===== src/rtl/tmu_pkg.sv =====
package tmu_pkg;

   typedef enum logic {
      ACT_CLEAR = 1'b0,
      ACT_SET   = 1'b1
   } act_e;

   function automatic int unsigned slice_count(input int unsigned width, input int unsigned slice);
      return (width + slice - 1) / slice;
   endfunction

endpackage


===== src/rtl/tmu_eq_slices.sv =====
module tmu_eq_slices #(
   parameter int unsigned CNT_W   = 32,
   parameter int unsigned SLICE_W = 8
) (
   input  logic [CNT_W-1:0] a,
   input  logic [CNT_W-1:0] b,
   output logic             eq
);
   localparam int unsigned NSL = tmu_pkg::slice_count(CNT_W, SLICE_W);

   logic [NSL-1:0] sl_eq;

   initial begin
      AST_SLICE_FITS: assert (SLICE_W >= 1 && SLICE_W <= CNT_W)
         else $error("slice width must lie in 1..CNT_W");
   end

   for (genvar i = 0; i < NSL; i++) begin : g_sl
      localparam int unsigned LO = i * SLICE_W;
      localparam int unsigned HI = (LO + SLICE_W - 1 < CNT_W - 1) ? LO + SLICE_W - 1 : CNT_W - 1;
      assign sl_eq[i] = (a[HI:LO] == b[HI:LO]);
   end

   assign eq = &sl_eq;

endmodule


===== src/rtl/tmu_gate.sv =====
module tmu_gate (
   input  logic clk,
   input  logic rst_n,
   input  logic en,
   input  logic cnt_run,
   output logic active,
   output logic armed,
   output logic arm_pulse,
   output logic err
);
   logic armed_q;
   logic err_q;

   assign active    = en & cnt_run;
   assign arm_pulse = active & ~armed_q;
   assign armed     = armed_q;
   assign err       = err_q;

   always_ff @(posedge clk) begin
      if (!rst_n) begin
         armed_q <= 1'b0;
         err_q   <= 1'b0;
      end else begin
         armed_q <= active;
         err_q   <= en & ~cnt_run;
      end
   end

   AST_ARM_ONCE: assert property (@(posedge clk) disable iff (!rst_n)
      arm_pulse |=> !arm_pulse);

endmodule


===== src/rtl/tmu_hit_det.sv =====
module tmu_hit_det #(
   parameter int unsigned CNT_W      = 32,
   parameter int unsigned SLICE_W    = 8,
   parameter bit          KEEP_COUNT = 1'b1
) (
   input  logic             clk,
   input  logic             rst_n,
   input  logic [CNT_W-1:0] cnt_val,
   input  logic [CNT_W-1:0] tgt_val,
   input  logic             cnt_upd,
   input  logic             active,
   input  logic             armed,
   input  logic             arm_pulse,
   output logic             hit
);
   logic eq_now;
   logic eq_prev;
   logic load;

   assign load = cnt_upd | arm_pulse;

   tmu_eq_slices #(.CNT_W(CNT_W), .SLICE_W(SLICE_W)) u_eq_now (
      .a  (cnt_val),
      .b  (tgt_val),
      .eq (eq_now)
   );

   if (KEEP_COUNT) begin : g_full
      logic [CNT_W-1:0] prev_q;
      always_ff @(posedge clk) begin
         if (!rst_n)    prev_q <= '0;
         else if (load) prev_q <= cnt_val;
      end
      tmu_eq_slices #(.CNT_W(CNT_W), .SLICE_W(SLICE_W)) u_eq_prev (
         .a  (prev_q),
         .b  (tgt_val),
         .eq (eq_prev)
      );
   end else begin : g_flag
      logic prev_eq_q;
      always_ff @(posedge clk) begin
         if (!rst_n)    prev_eq_q <= 1'b0;
         else if (load) prev_eq_q <= eq_now;
      end
      assign eq_prev = prev_eq_q;
   end

   assign hit = active & armed & cnt_upd & eq_now & ~eq_prev;

   AST_NO_REPEAT_ON_TARGET: assert property (@(posedge clk) disable iff (!rst_n)
      (hit ##1 (cnt_upd && $stable(cnt_val) && $stable(tgt_val))) |-> !hit);

endmodule


===== src/rtl/tmu_act.sv =====
module tmu_act #(
   parameter bit OUT_INIT = 1'b0
) (
   input  logic          clk,
   input  logic          rst_n,
   input  logic          hit,
   input  tmu_pkg::act_e mode,
   output logic          out_bit,
   output logic          irq
);
   logic out_q;
   logic irq_q;

   always_ff @(posedge clk) begin
      if (!rst_n) begin
         out_q <= OUT_INIT;
         irq_q <= 1'b0;
      end else begin
         irq_q <= hit;
         if (hit) out_q <= (mode == tmu_pkg::ACT_SET);
      end
   end

   assign out_bit = out_q;
   assign irq     = irq_q;

   AST_OUT_SET: assert property (@(posedge clk) disable iff (!rst_n)
      (hit && mode == tmu_pkg::ACT_SET) |=> out_bit);
   AST_OUT_CLEAR: assert property (@(posedge clk) disable iff (!rst_n)
      (hit && mode == tmu_pkg::ACT_CLEAR) |=> !out_bit);
   AST_OUT_HOLD: assert property (@(posedge clk) disable iff (!rst_n)
      !irq |-> $stable(out_bit));

endmodule


===== src/rtl/tgt_match_unit.sv =====
module tgt_match_unit #(
   parameter int unsigned CNT_W      = 32,
   parameter int unsigned SLICE_W    = 8,
   parameter bit          KEEP_COUNT = 1'b1,
   parameter bit          OUT_INIT   = 1'b0
) (
   input  logic             clk,
   input  logic             rst_n,
   input  logic [CNT_W-1:0] cnt_val,
   input  logic             cnt_upd,
   input  logic [CNT_W-1:0] tgt_val,
   input  logic             mode_set,
   input  logic             en,
   input  logic             cnt_run,
   output logic             out_bit,
   output logic             irq,
   output logic             err
);
   logic active;
   logic armed;
   logic arm_pulse;
   logic hit;

   initial begin
      AST_WIDTH_OK: assert (CNT_W >= 2)
         else $error("count width must be at least 2");
   end

   tmu_gate u_gate (
      .clk       (clk),
      .rst_n     (rst_n),
      .en        (en),
      .cnt_run   (cnt_run),
      .active    (active),
      .armed     (armed),
      .arm_pulse (arm_pulse),
      .err       (err)
   );

   tmu_hit_det #(
      .CNT_W      (CNT_W),
      .SLICE_W    (SLICE_W),
      .KEEP_COUNT (KEEP_COUNT)
   ) u_hit (
      .clk       (clk),
      .rst_n     (rst_n),
      .cnt_val   (cnt_val),
      .tgt_val   (tgt_val),
      .cnt_upd   (cnt_upd),
      .active    (active),
      .armed     (armed),
      .arm_pulse (arm_pulse),
      .hit       (hit)
   );

   tmu_act #(.OUT_INIT(OUT_INIT)) u_act (
      .clk     (clk),
      .rst_n   (rst_n),
      .hit     (hit),
      .mode    (tmu_pkg::act_e'(mode_set)),
      .out_bit (out_bit),
      .irq     (irq)
   );

   AST_IRQ_ON_TARGET: assert property (@(posedge clk) disable iff (!rst_n)
      irq |-> ($past(cnt_upd) && ($past(cnt_val) == $past(tgt_val))));
   AST_IRQ_NEEDS_RUN: assert property (@(posedge clk) disable iff (!rst_n)
      irq |-> ($past(en) && $past(cnt_run)));
   AST_ERR_SILENT: assert property (@(posedge clk) disable iff (!rst_n)
      err |-> !irq);
   AST_IDLE_QUIET: assert property (@(posedge clk) disable iff (!rst_n)
      !$past(en) |-> !irq);

endmodule


===== config.mk =====
export PLATFORM = sky130hd
export DESIGN_NAME = tgt_match_unit
export DESIGN_NICKNAME = d
export VERILOG_FILES = /design/src/rtl/tmu_pkg.sv /design/src/rtl/tmu_eq_slices.sv /design/src/rtl/tmu_gate.sv /design/src/rtl/tmu_hit_det.sv /design/src/rtl/tmu_act.sv /design/src/rtl/tgt_match_unit.sv
export SDC_FILE = /design/constraint.sdc
export NUM_CORES = 1
export LEC_CHECK = 0
export BUFFER_PORTS_ARGS = -buffer_cell sky130_fd_sc_hd__clkbuf_2
export CAP_MARGIN = 40
export CORE_ASPECT_RATIO = 1.5
export CORE_UTILIZATION = 53
export CTS_CLUSTER_SIZE = 12
export DETAILED_ROUTE_END_ITERATION = 6
export PLACE_DENSITY = 0.84
export SLEW_MARGIN = 20
export SYNTH_ARGS = -nofsm -noshare
export SYNTH_HDL_FRONTEND = slang
export SYNTH_SLANG_ARGS = --single-unit
export TNS_END_PERCENT = 30

===== constraint.sdc =====
create_clock -name clk -period 2.5 [get_ports clk]
set_input_delay 0.375 -clock clk [delete_from_list [all_inputs] [get_ports clk]]
set_output_delay 0.375 -clock clk [all_outputs]
set_load 0.005 [all_outputs]

After elaboration in Yosys (flattened, before gate mapping) --
Index checks and enable logic that the tools add are counted.
Word-level totals: register bits after elaboration 36, input bits 70, output and inout bits 3, logic and storage cells 26
Operators by class: eq/ne operators 8, bitwise gates (word level) 11, reductions and logical operators 2
Operator list (count):
- 8-bit == test | 8
- 4-bit AND reduction | 2
- 1-bit bitwise AND | 7
- 1-bit inverter | 3
- 1-bit OR | 1

Logic depth before layout (Yosys ltp) --
depth in word-level cells 5, gate-level depth with buffers 7, depth with buffers taken out 6

By module --
Synthesis repeated with hierarchy kept, for this count alone.
Unflattened totals: cells, all modules 246, area, all modules 2118.3 um^2
Modules (own cells, without submodules):
- tmu_hit_det | times used 1, cells each 149, area each 1287.5 um^2, sequential area each 640.6 um^2
- tmu_eq_slices | times used 2, cells each 43, area each 346.6 um^2, sequential area each 0.0 um^2
- tmu_gate | times used 1, cells each 6, area each 73.8 um^2, sequential area each 40.0 um^2
- tmu_act | times used 1, cells each 5, area each 63.8 um^2, sequential area each 40.0 um^2

Worst setup path after synthesis --
OpenSTA, ideal clock, no wires.
kind input -> register, start input tgt_val[9], end register u_act.out_q, in the netlist u_act.out_bit, library setup time 116 ps, data arrival time 1365 ps, path slack 1019 ps, stages on the path 6, path buffers 0, cells stage by stage xor2_1 nor4_2 nand4_1 o2111ai_1 mux2i_1 nor2b_1
On the way: cells in the longest elaborated chain, start to end 4
RTL lines:
- start: declaration | line tgt_match_unit.sv:11 | input logic [CNT_W-1:0] tgt_val,
- 8-bit == test | line tmu_eq_slices.sv:21 | assign sl_eq[i] = (a[HI:LO] == b[HI:LO]);
- 4-bit AND reduction | line tmu_eq_slices.sv:24 | assign eq = &sl_eq;
- 1-bit bitwise AND or 1-bit inverter (tied branches) | line tmu_hit_det.sv:48 | assign hit = active & armed & cnt_upd & eq_now & ~eq_prev;
- 1-bit bitwise AND * | line tmu_hit_det.sv:48
- end signal: assignment | line tmu_act.sv:20 | if (hit) out_q <= (mode == tmu_pkg::ACT_SET);
- end: declaration | line tmu_act.sv:11 | logic out_q;
Mark *: on every way between the ends. The rest lies on a longest branch, timed or not. A chain may end at the register's enable or synchronous reset.

Worst setup path after layout --
start register u_hit.g_full.prev_q[28], end register u_act.out_q, in the netlist u_act.out_bit
On the way: cells in the longest elaborated chain, start to end 4
RTL lines:
- start: declaration | line tmu_hit_det.sv:29 | logic [CNT_W-1:0] prev_q;
- start signal: assignment | line tmu_hit_det.sv:32 | else if (load) prev_q <= cnt_val;
- 8-bit == test | line tmu_eq_slices.sv:21
- 4-bit AND reduction | line tmu_eq_slices.sv:24
- 1-bit inverter | line tmu_hit_det.sv:48
- 1-bit bitwise AND | line tmu_hit_det.sv:48
No other way between the ends.

==> impl_summary.txt <==
----------------------------------------------------
[Critical path]
  Nature of the critical path endpoint ... flop
  Worst setup path category ... flop to flop
  Data arrival time of the critical path ... 1880 ps
  CP Data Required Time ... 2690 ps
  Register-to-register setup slack ... 800 ps
  Type of element launching the critical path ... flop
  CP max stage cell ... nor4_1
  Max incr delay on CP ... 340 ps
  Cell Chain, Critical Path ... xor2_1 -> nor4_1 -> nand4_1 -> o2111ai_1 -> mux2i_1 -> nor2b_1
  CP max FO ... 2

[Global routing]
  Vias in the first global route ... 1919
  First-pass GRT wire length ... 8270 µm
  Pin count of the biggest net entering global routing ... 37
  Tot GR Track Use ... 27.4%
  Initial antenna violation count ... 0
  Grt ovf ... 0

[Placed design]
  Dpl hpwl ... 3860 µm
  Minimum setup slack after placement ... 616 ps
  Number of buffer cells added on primary ports ... 72
  Routability-driven placement congestion ratio ... 0.760

[Yosys]
  Synthesized-area fraction occupied by ao, oa, aoi and oai cells ... 12.2%
  Count of distinct cell types in the synthesized netlist ... 20
  Main combinational cell family by area after synthesis ... XOR/XNOR gates
  Top cell type's share of synthesized area ... 35.2%
  Netlist area before placement ... 0.00205 mm²
  Adder and majority cell fraction of the synthesized area ... 0%
  Mean area per synthesized cell ... 8.45 µm²
  Post-Synthesis Net Count ... 312
  Synthesis Warnings ... 0
  Share of cell area taken by muxes after synthesis ... 0.489%
  Register area share after synthesis ... 35.2%
  Fraction of synthesized cell area in xor and xnor cells ... 27.4%
  Post-synthesis share of cell area spent on and, or, nand and nor gates ... 22.7%
  Number of synthesized register bits ... 36
  Leading cell types by total area after synthesis ... dfxtp_1 35%, xor2_1 14%, xnor2_1 13%
  Largest area contributor in the synthesized netlist ... dfxtp_1
  Post-synthesis instance total ... 242

[Route]
  Router iterations before antenna repair ... 4
  Average wire length per cell after detail routing ... 13.7 µm
  Vias after detailed routing ... 1863
  Number of violations reported at the end of detailed-routing iteration 0 ... 24
  Aggregate routed wire length ... 4890 µm
  DRC ... 0
  Count of nets left with antenna violations after detail routing ... 0
  Via/cell ratio ... 5.22

[Die]
  Width of the die ... 52.7 µm
  Number of standard-cell rows in the floorplan ... 27
  Die Y ... 78.1 µm
  Die Outline Area ... 0.00412 mm²
  Area of the core region ... 0.00368 mm²
  Ports placed on the boundary ... 73
  Initial Utilization ... 55.6%

[Timing]
  Post-route fraction of the period consumed by the critical path ... 67.8%
  Count of pins over their slew limit ... 0
  Worst slew pin tran ... 624 ps
  Achievable frequency ... 0.590 GHz
  Minimum setup slack in the final design ... 804 ps
  Final Hold Fails ... 0
  Unrepaired setup endpoints after global routing ... false
  Setup TNS ... 0 ps
  Max-Slew Margin vs Limit ... 58.4%
  Setup violations, final ... 0
  Worst hold slack ... 338 ps
  Min cycle time layout ... 1700 ps
  Max Clock Skew ... 2.83 ps

[Clocking]
  CTS hold repair buffers ... 0
  Root Buffer Master ... clkbuf_8
  Worst skew pair latency ... 290 ps
  Clock edge transition at the registers on the reported setup and hold paths ... 70 ps
  Post CTS Setup Buffer Count ... 0
  Cts bufs inserted ... 5
  TritonCTS clock tree ... built
  CTS resizes ... 0
  H-tree levels ... 2
  Maximum root-to-sink buffer count ... 2
  Number of clock sinks ... 36

[Pwr]
  Cell area power density ... 526 mW/mm²
  Maximum ir drop on the vdd rail ... 0.476 mV
  Static power due to leakage ... 1.14 nW
  Power consumption ... 1.33 mW

[Final layout]
  Fin util ... 68.7%
  Most common library cell in the layout ignoring fill and taps ... clkbuf_2
  Area growth from synthesis to layout ... 23.6%
  Fraction of final layout cells with drive strength greater than 1 ... 28.0%
  Ant diodes ... 0
  Layout Nets ... 383
  Highest-count cells in the layout ignoring fill and taps ... 72 x clkbuf_2, 66 x nand2_1, 36 x dfxtp_1

[Run status]
  Outcome ... finished, final reports clean

[Run]
  Maximum Capacitance Violations ... 0

[Min path]
  Path category of the worst min-delay check ... input port to flop

----------------------------------------------------
==> area by class of cell <==
| type | count | area, µm² |
|---|---|---|
| sequential | 36 | 721 |
| fill | 308 | 1150 |
| clock buffer | 6 | 82.6 |
| multi-input combinational | 196 | 1290 |
| timing repair buffer | 74 | 375 |
| tap | 43 | 53.8 |
| clock inverter | 2 | 10.0 |
==> worst max-delay path: cells and delay by family, from the launching register on <==
family | cells | cell delay (ps)
AND/OR/NAND/NOR | 3 | 580
flip-flops | 1 | 320
AO/OA/AOI/OAI | 1 | 260
multiplexers | 1 | 240
XOR/XNOR | 1 | 180
==> cells in the mapped netlist <==
cell,n
nor4_1,7
and3b_1,1
nor2b_1,1
nor3_1,1
or2_2,1
clkbuf_1,7
xor2_1,33
mux2i_1,1
xnor2_1,31
nor4_2,4
and3_1,1
nor4b_1,1
nand2_1,66
dfxtp_1,36
nand3_1,2
nand4_1,9
buf_2,3
o2111ai_1,1
a21boi_0,32
nor2_1,4
==> cells by family after synthesis <==
family	Yosys count
compound gates	33
mux	1
buf+inv	10
simple gates	98
flops	36
xor+xnor	64
==> registers in the layout, indices dropped and copies added (netlist names) <==
name,cells
u_gate.err,1
u_hit.g_full.prev_q,32
u_act.out_bit,1
u_gate.armed,1
u_act.irq,1
==> per-layer routing <==
metal	GRT usage [%]	part of all wire, %
met1	29.9	41
met2	48.4	54
met3	5.81	3.3
met4	12.4	2.1
met5	0	0
==> power breakdown <==
group,switching [mW],internal (mW),total (mW)
registers,0.0216,0.608,0.629
clock network,0.207,0.220,0.427
logic,0.144,0.131,0.274
==> final timing paths <==
path         cells past startpoint                                    to                            startpoint
max reg2reg                      6            u_act.out_bit$_SDFFE_PN0P_  u_hit.g_full.prev_q[28]$_SDFFE_PN0P_
max                              6            u_act.out_bit$_SDFFE_PN0P_  u_hit.g_full.prev_q[28]$_SDFFE_PN0P_
min reg2reg                      2  u_hit.g_full.prev_q[29]$_SDFFE_PN0P_  u_hit.g_full.prev_q[29]$_SDFFE_PN0P_
min                              3  u_hit.g_full.prev_q[29]$_SDFFE_PN0P_                           cnt_val[29]
==> metrics by stage <==
step,cells,cell area [µm²]
final,357,2530
after global routing,357,2530
after CTS,357,2530
after detailed placement,349,2440
after global placement,349,2440
after floorplan,242,2050
No activity file was read; power rests on OpenSTA's default activity.
